File: src/rtl/dslope_pkg.sv
package dslope_pkg;
  typedef enum logic [2:0] {
    PH_AZ,    // offset nulling
    PH_ISET,  // input applied, integrator open
    PH_IRUN,  // input integrated
    PH_RSET,  // read reference settling
    PH_RRUN,  // read slope counted
    PH_GAP,   // break between opposite references
    PH_CSET,  // recovery reference settling
    PH_CRUN   // recovery slope
  } phase_e;
endpackage

File: src/rtl/dslope_sync.sv
module dslope_sync (
  input  logic clk,
  input  logic rst_n,
  input  logic d_async,
  output logic q_sync,
  output logic q_edge
);
  logic s1, s2, s2_d;

  always_ff @(posedge clk or negedge rst_n) begin
    if (!rst_n) begin
      s1   <= 1'b0;
      s2   <= 1'b0;
      s2_d <= 1'b0;
    end else begin
      s1   <= d_async;
      s2   <= s1;
      s2_d <= s2;
    end
  end

  assign q_sync = s2;
  assign q_edge = s2 ^ s2_d;
endmodule

File: src/rtl/dslope_rdcnt.sv
module dslope_rdcnt #(
  parameter int RD_MAX = 20000,
  parameter int CNT_W  = 15,
  parameter int RES_W  = 16
) (
  input  logic                    clk,
  input  logic                    rst_n,
  input  logic                    run,
  input  logic                    trip,
  input  logic                    neg,
  output logic                    done,
  output logic signed [RES_W-1:0] res_count,
  output logic                    res_neg,
  output logic                    res_ovr,
  output logic                    res_valid
);
  localparam logic [CNT_W-1:0] CNT_END = CNT_W'(RD_MAX - 1);

  logic [CNT_W-1:0] cnt;
  logic [RES_W-1:0] mag;

  assign done = run && (trip || cnt == CNT_END);
  assign mag  = RES_W'(cnt) + RES_W'(1);

  always_ff @(posedge clk or negedge rst_n) begin
    if (!rst_n) begin
      cnt       <= '0;
      res_count <= '0;
      res_neg   <= 1'b0;
      res_ovr   <= 1'b0;
      res_valid <= 1'b0;
    end else begin
      res_valid <= 1'b0;
      if (done) begin
        cnt       <= '0;
        res_valid <= 1'b1;
        res_ovr   <= !trip;
        res_neg   <= neg;
        res_count <= neg ? -$signed(mag) : $signed(mag);
      end else if (run) begin
        cnt <= cnt + 1'b1;
      end else begin
        cnt <= '0;
      end
    end
  end
endmodule

File: src/rtl/dslope_ctrl.sv
module dslope_ctrl
  import dslope_pkg::*;
#(
  parameter int AZ_TICKS  = 100000,
  parameter int INT_TICKS = 100000,
  parameter int SET_TICKS = 1000,
  parameter int REC_LIMIT = 40000,
  parameter int TMR_W     = 17
) (
  input  logic clk,
  input  logic rst_n,
  input  logic start,
  input  logic cont_run,
  input  logic res_fine,
  input  logic comp_s,
  input  logic trip,
  input  logic rd_done,
  output logic rd_run,
  output logic neg,
  output logic sw_az,
  output logic sw_in,
  output logic sw_int,
  output logic sw_refp,
  output logic sw_refn,
  output logic sw_ref_lo,
  output logic sw_ref_hi
);
  localparam logic [TMR_W-1:0] AZ_END  = TMR_W'(AZ_TICKS - 1);
  localparam logic [TMR_W-1:0] INT_END = TMR_W'(INT_TICKS - 1);
  localparam logic [TMR_W-1:0] SET_END = TMR_W'(SET_TICKS - 1);
  localparam logic [TMR_W-1:0] REC_END = TMR_W'(REC_LIMIT - 1);

  phase_e           ph, ph_nx;
  logic [TMR_W-1:0] tmr;
  logic             pend, neg_q, fine_q;
  logic             go, rd_ph, rc_ph, any_ref;

  assign go = cont_run || pend;

  always_comb begin
    ph_nx = ph;
    unique case (ph)
      PH_AZ:   if (tmr == AZ_END && go) ph_nx = PH_ISET;
      PH_ISET: if (tmr == SET_END)      ph_nx = PH_IRUN;
      PH_IRUN: if (tmr == INT_END)      ph_nx = PH_RSET;
      PH_RSET: if (tmr == SET_END)      ph_nx = PH_RRUN;
      PH_RRUN: if (rd_done)             ph_nx = PH_GAP;
      PH_GAP:                           ph_nx = PH_CSET;
      PH_CSET: if (tmr == SET_END)      ph_nx = PH_CRUN;
      PH_CRUN: if (trip || tmr == REC_END) ph_nx = PH_AZ;
      default:                          ph_nx = PH_AZ;
    endcase
  end

  always_ff @(posedge clk or negedge rst_n) begin
    if (!rst_n) begin
      ph     <= PH_AZ;
      tmr    <= '0;
      pend   <= 1'b0;
      neg_q  <= 1'b0;
      fine_q <= 1'b0;
    end else begin
      ph <= ph_nx;
      if (ph_nx != ph)                    tmr <= '0;
      else if (!(ph == PH_AZ && tmr == AZ_END)) tmr <= tmr + 1'b1;

      if (ph == PH_AZ && ph_nx != PH_AZ) begin
        pend   <= 1'b0;
        fine_q <= res_fine;
      end else if (start) begin
        pend <= 1'b1;
      end

      if (ph == PH_IRUN && ph_nx != PH_IRUN) neg_q <= !comp_s;
    end
  end

  assign rd_ph   = (ph == PH_RSET) || (ph == PH_RRUN);
  assign rc_ph   = (ph == PH_CSET) || (ph == PH_CRUN);
  assign any_ref = rd_ph || rc_ph;

  assign rd_run    = (ph == PH_RRUN);
  assign neg       = neg_q;
  assign sw_az     = (ph == PH_AZ);
  assign sw_in     = (ph == PH_ISET) || (ph == PH_IRUN);
  assign sw_int    = (ph == PH_IRUN) || (ph == PH_RRUN) || (ph == PH_CRUN);
  assign sw_refp   = (rd_ph && !neg_q) || (rc_ph && neg_q);
  assign sw_refn   = (rd_ph && neg_q) || (rc_ph && !neg_q);
  assign sw_ref_lo = any_ref && fine_q;
  assign sw_ref_hi = any_ref && !fine_q;
endmodule

File: src/rtl/dslope_seq.sv
module dslope_seq #(
  parameter int TICKS_PER_MS = 1000,
  parameter int AZ_MS        = 100,
  parameter int INT_MS       = 100,
  parameter int RD_MAX       = 20000,
  parameter int REC_LIMIT    = 40000,
  parameter int CNT_W        = $clog2(RD_MAX + 1)
) (
  input  logic                   clk,
  input  logic                   rst_n,
  input  logic                   start,
  input  logic                   cont_run,
  input  logic                   res_fine,
  input  logic                   comp_in,
  output logic                   sw_az,
  output logic                   sw_in,
  output logic                   sw_int,
  output logic                   sw_refp,
  output logic                   sw_refn,
  output logic                   sw_ref_lo,
  output logic                   sw_ref_hi,
  output logic signed [CNT_W:0]  res_count,
  output logic                   res_neg,
  output logic                   res_ovr,
  output logic                   res_valid
);
  localparam int AZ_TICKS  = AZ_MS * TICKS_PER_MS;
  localparam int INT_TICKS = INT_MS * TICKS_PER_MS;
  localparam int SET_TICKS = TICKS_PER_MS;
  localparam int M1        = (AZ_TICKS > INT_TICKS) ? AZ_TICKS : INT_TICKS;
  localparam int M2        = (M1 > REC_LIMIT) ? M1 : REC_LIMIT;
  localparam int TMR_MAX   = (M2 > SET_TICKS) ? M2 : SET_TICKS;
  localparam int TMR_W     = $clog2(TMR_MAX + 1);

  logic comp_s, trip, rd_run, rd_done, neg;

  dslope_sync u_sync (
    .clk(clk), .rst_n(rst_n), .d_async(comp_in),
    .q_sync(comp_s), .q_edge(trip)
  );

  dslope_ctrl #(
    .AZ_TICKS(AZ_TICKS), .INT_TICKS(INT_TICKS), .SET_TICKS(SET_TICKS),
    .REC_LIMIT(REC_LIMIT), .TMR_W(TMR_W)
  ) u_ctrl (
    .clk(clk), .rst_n(rst_n), .start(start), .cont_run(cont_run),
    .res_fine(res_fine), .comp_s(comp_s), .trip(trip), .rd_done(rd_done),
    .rd_run(rd_run), .neg(neg),
    .sw_az(sw_az), .sw_in(sw_in), .sw_int(sw_int),
    .sw_refp(sw_refp), .sw_refn(sw_refn),
    .sw_ref_lo(sw_ref_lo), .sw_ref_hi(sw_ref_hi)
  );

  dslope_rdcnt #(
    .RD_MAX(RD_MAX), .CNT_W(CNT_W), .RES_W(CNT_W + 1)
  ) u_rdcnt (
    .clk(clk), .rst_n(rst_n), .run(rd_run), .trip(trip), .neg(neg),
    .done(rd_done), .res_count(res_count), .res_neg(res_neg),
    .res_ovr(res_ovr), .res_valid(res_valid)
  );
endmodule

File: config.mk
export PLATFORM = sky130hd
export DESIGN_NAME = dslope_seq
export DESIGN_NICKNAME = d
export VERILOG_FILES = /design/src/rtl/dslope_pkg.sv /design/src/rtl/dslope_sync.sv /design/src/rtl/dslope_rdcnt.sv /design/src/rtl/dslope_ctrl.sv /design/src/rtl/dslope_seq.sv
export SDC_FILE = /design/constraint.sdc
export NUM_CORES = 1
export LEC_CHECK = 0
export BUFFER_PORTS_ARGS = -buffer_cell sky130_fd_sc_hd__buf_2
export CAP_MARGIN = 10
export CORE_ASPECT_RATIO = 0.5
export CORE_MARGIN = 5
export CORE_UTILIZATION = 64
export CTS_BUF_LIST = sky130_fd_sc_hd__clkbuf_16
export DETAILED_ROUTE_END_ITERATION = 16
export PLACE_DENSITY = 0.85
export SLEW_MARGIN = 20
export SYNTH_ARGS = -nofsm -noshare
export SYNTH_HDL_FRONTEND = slang
export SYNTH_SLANG_ARGS = --single-unit
File: constraint.sdc
create_clock -name clk -period 7 [get_ports clk]
set_input_delay 1.05 -clock clk [delete_from_list [all_inputs] [get_ports clk]]
set_output_delay 1.05 -clock clk [all_outputs]
set_load 0.005 [all_outputs]
==> out/results.tsv <==
metric	value	unit
outcome	complete, no violations	
net total in the final layout	391	
Synth Net Count	371	
final core occ	74.48	%
Max-Cap Viols	0	
Rel. slew slack	47.05	%
share of power burned in registers	48.0	%
Area Growth Syn to Fin	11.81	%
CTS max path bufs	2	
Row Count	18	
CTS HTree Levels	3	
Hold Path Class	flop to flop	
drt via density	5.834	
Avg Inst Size Synth	9.134	sq um
final setup fails	0	
gr usage total	22.65	%
Post-Place Setup Slack	3764	ps
total CTS buffers	9	
switching share of power	20.21	%
ANT cells	0	
Async SR Flop Fraction	100.0	%
Synth Flop Type	dfrtp_1	
cts hold-fix bufs	0	
Worst-Skew Late Latency	330	ps
final hold vios	0	
CORE AREA	0.004977	sq mm
CTS tree	yes	
drt total wl	6916	um
DP Cell Count	442	
most common cell after layout, fill and taps aside	dfrtp_1	
DP Area	0.003455	sq mm
Slew Limit Fails	0	
total grt overflow	0	
Hold Slack	348.2	ps
detailed placement HPWL	4725	um
combinational share of power	1.4	%
clock sinks	60	
min setup slack post-route	3887	ps
Distinct cells, synth	51	
synthesized instance count	363	
Max rail drop VDD	0.1736	mV
ANT nets after route	0	
most frequent cells in the layout	dfrtp_1, nor2_1, nand2_1	
Syn. warnings	0	
routed length per instance	15.13	um
fillers	337	
pin count of the biggest net entering global routing	61	
post-synthesis sequential element count	60	
die area	0.006807	sq mm
Starting DRT DRC Count	174	
# IOs	32	
Power, Total	0.7271	mW
crit-path max FO	16	
Post-Layout Cell Count	457	
Clock power frac	50.6	%
FMAX	321.2	MHz
vias in the first global route	2638	
initial antenna violation count	0	
Static Leak	1.718	nW
Final Cell Area	0.003707	sq mm
Int Pwr	0.5802	mW
Worst Setup Start Kind	flop	
Die Y	60.90	um
Die Width	111.8	um
Pre-antenna DRT Iters	4	
Starting Density	66.62	%
critical path class	flop to primary output	
post-synthesis sequential area ratio	45.28	%
routed vias	2666	
gpl congestion	0.8823	
RSZ-0062 raised after global routing	false	
Required @ worst endpoint	5950	ps
global-route wire length before repair	12000	um
CP endpoint kind	primary output	
proportion of layout cells with a drive suffix above 1	13.70	%
DR DRC count	0	
P per Cell Area	196.1	mW/mm^2
Final min period	3113	ps
synthesized cell area	0.003316	sq mm
post-route clock skew	5.006	ps
Setup Fix Bufs, Post-CTS	0	
Psw	0.1470	mW
final period utilization	44.48	%
Critical Path AT	2060	ps
post-CTS sizing	0	
slew of the pin with the lowest slew margin	794.2	ps
setup TNS	0	ps
Clk Tree Root Cell	clkbuf_16	
clock-pin transition on the worst setup and hold timing paths	50	ps
EDFF count, synth	0	
I/O Buffers	31	
## path summary, 6_finish.rpt
check                      slack, ps                    end            from  cells after the start
min in group asynchronous        870          u_ctrl.tmr[8]           rst_n                      2
hold reg to reg                  350          u_sync.q_sync       u_sync.s1                      0
setup / recovery                3890                sw_refn      u_ctrl.neg                      5
setup reg to reg                3900  u_rdcnt.res_count[15]  u_rdcnt.cnt[0]                      8
max in group asynchronous       5640  u_rdcnt.res_count[14]           rst_n                      2
hold / removal                   350          u_sync.q_sync       u_sync.s1                      0
## registers in the layout, indices dropped and copies added, names as in the netlist, 3 cells and up
register / cells
u_ctrl.tmr: 17
u_rdcnt.cnt: 15
u_ctrl.ph: 3
u_rdcnt.res_count: 16
## critical path, stage by stage, from the launching register on
cell      delay (ps)
dfrtp_1          690
clkinv_1         460
nand2_1          170
o21ai_0          100
a22o_1           190
buf_2            120
## cells by family (layout without fill, tap and decap cells)
| kind of cell | Yosys count | count (layout) | share of synthesized area [%] |
|---|---|---|---|
| AO/OA/AOI/OAI | 58 | 58 | 11.17 |
| XOR/XNOR | 49 | 49 | 12.94 |
| adder cells (fa/ha/maj) | 2 | 2 | 0.7546 |
| buffers and inverters | 30 | 54 | 4.151 |
| flip-flops | 60 | 60 | 45.28 |
| multiplexers | 5 | 5 | 1.623 |
| AND/OR/NAND/NOR | 159 | 159 | 24.08 |
## cell type report
cell class / instances / area, sq um / share of cell area [%]
Multi-Input combinational cell: 273 / 1679 / 45.29
Timing Repair Buffer: 32 / 162.7 / 4.387
Inverter: 7 / 26.28 / 0.7087
Clock buffer: 9 / 225.2 / 6.075
Clock inverter: 6 / 25.02 / 0.6750
Tap cell: 70 / 87.58 / 2.362
Sequential cell: 60 / 1501 / 40.50
## metal layers
layer,part of all wire [%],GRT usage [%]
met5,0,0
met4,2.1,9.185
met3,6.4,7.570
met2,46,37.90
met1,45,27.97
## power groups by stage
| stage | sequential (mW) | combinational, mW | clock [mW] |
|---|---|---|---|
| global route | 0.349 | 0.0118 | 0.395 |
| finish | 0.349 | 0.00988 | 0.368 |
| CTS | 0.349 | 0.0103 | 0.378 |
| floorplan | 0.355 | 0.00126 | 0 |
| global placement | 0.354 | 0.00978 | 0 |
| detailed placement | 0.355 | 0.0102 | 0 |
## synthesized netlist by cell type (2+ instances only)
| cell | count | share of area (%) |
|---|---|---|
| nand2b_1 | 4 | 0.75 |
| nand4_1 | 4 | 0.75 |
| o31ai_1 | 2 | 0.45 |
| o21ai_0 | 28 | 4.2 |
| clkbuf_1 | 14 | 1.6 |
| nor2b_1 | 3 | 0.57 |
| o211ai_1 | 3 | 0.68 |
| a22o_1 | 2 | 0.53 |
| xor2_1 | 23 | 6.1 |
| and3_1 | 12 | 2.3 |
| nand2_1 | 42 | 4.8 |
| nor2_1 | 44 | 5.0 |
| xnor2_1 | 26 | 6.9 |
| ha_1 | 2 | 0.75 |
| and4_1 | 4 | 1.1 |
| mux2i_1 | 2 | 0.60 |
| a211o_1 | 2 | 0.53 |
| a31oi_1 | 3 | 0.57 |
| dfrtp_1 | 60 | 45 |
| o21ai_1 | 2 | 0.30 |
| buf_4 | 3 | 0.68 |
| nor3b_1 | 3 | 0.68 |
| nand3_1 | 11 | 1.7 |
| a41oi_1 | 3 | 0.79 |
| buf_2 | 5 | 0.75 |
| or4_1 | 2 | 0.45 |
| a21oi_1 | 4 | 0.60 |
| nand4b_1 | 2 | 0.53 |
| nor3_1 | 15 | 2.3 |
| mux2_2 | 3 | 1.0 |
| nor4_1 | 5 | 0.94 |
| inv_1 | 6 | 0.68 |
(Power assumes the default switching activity.)
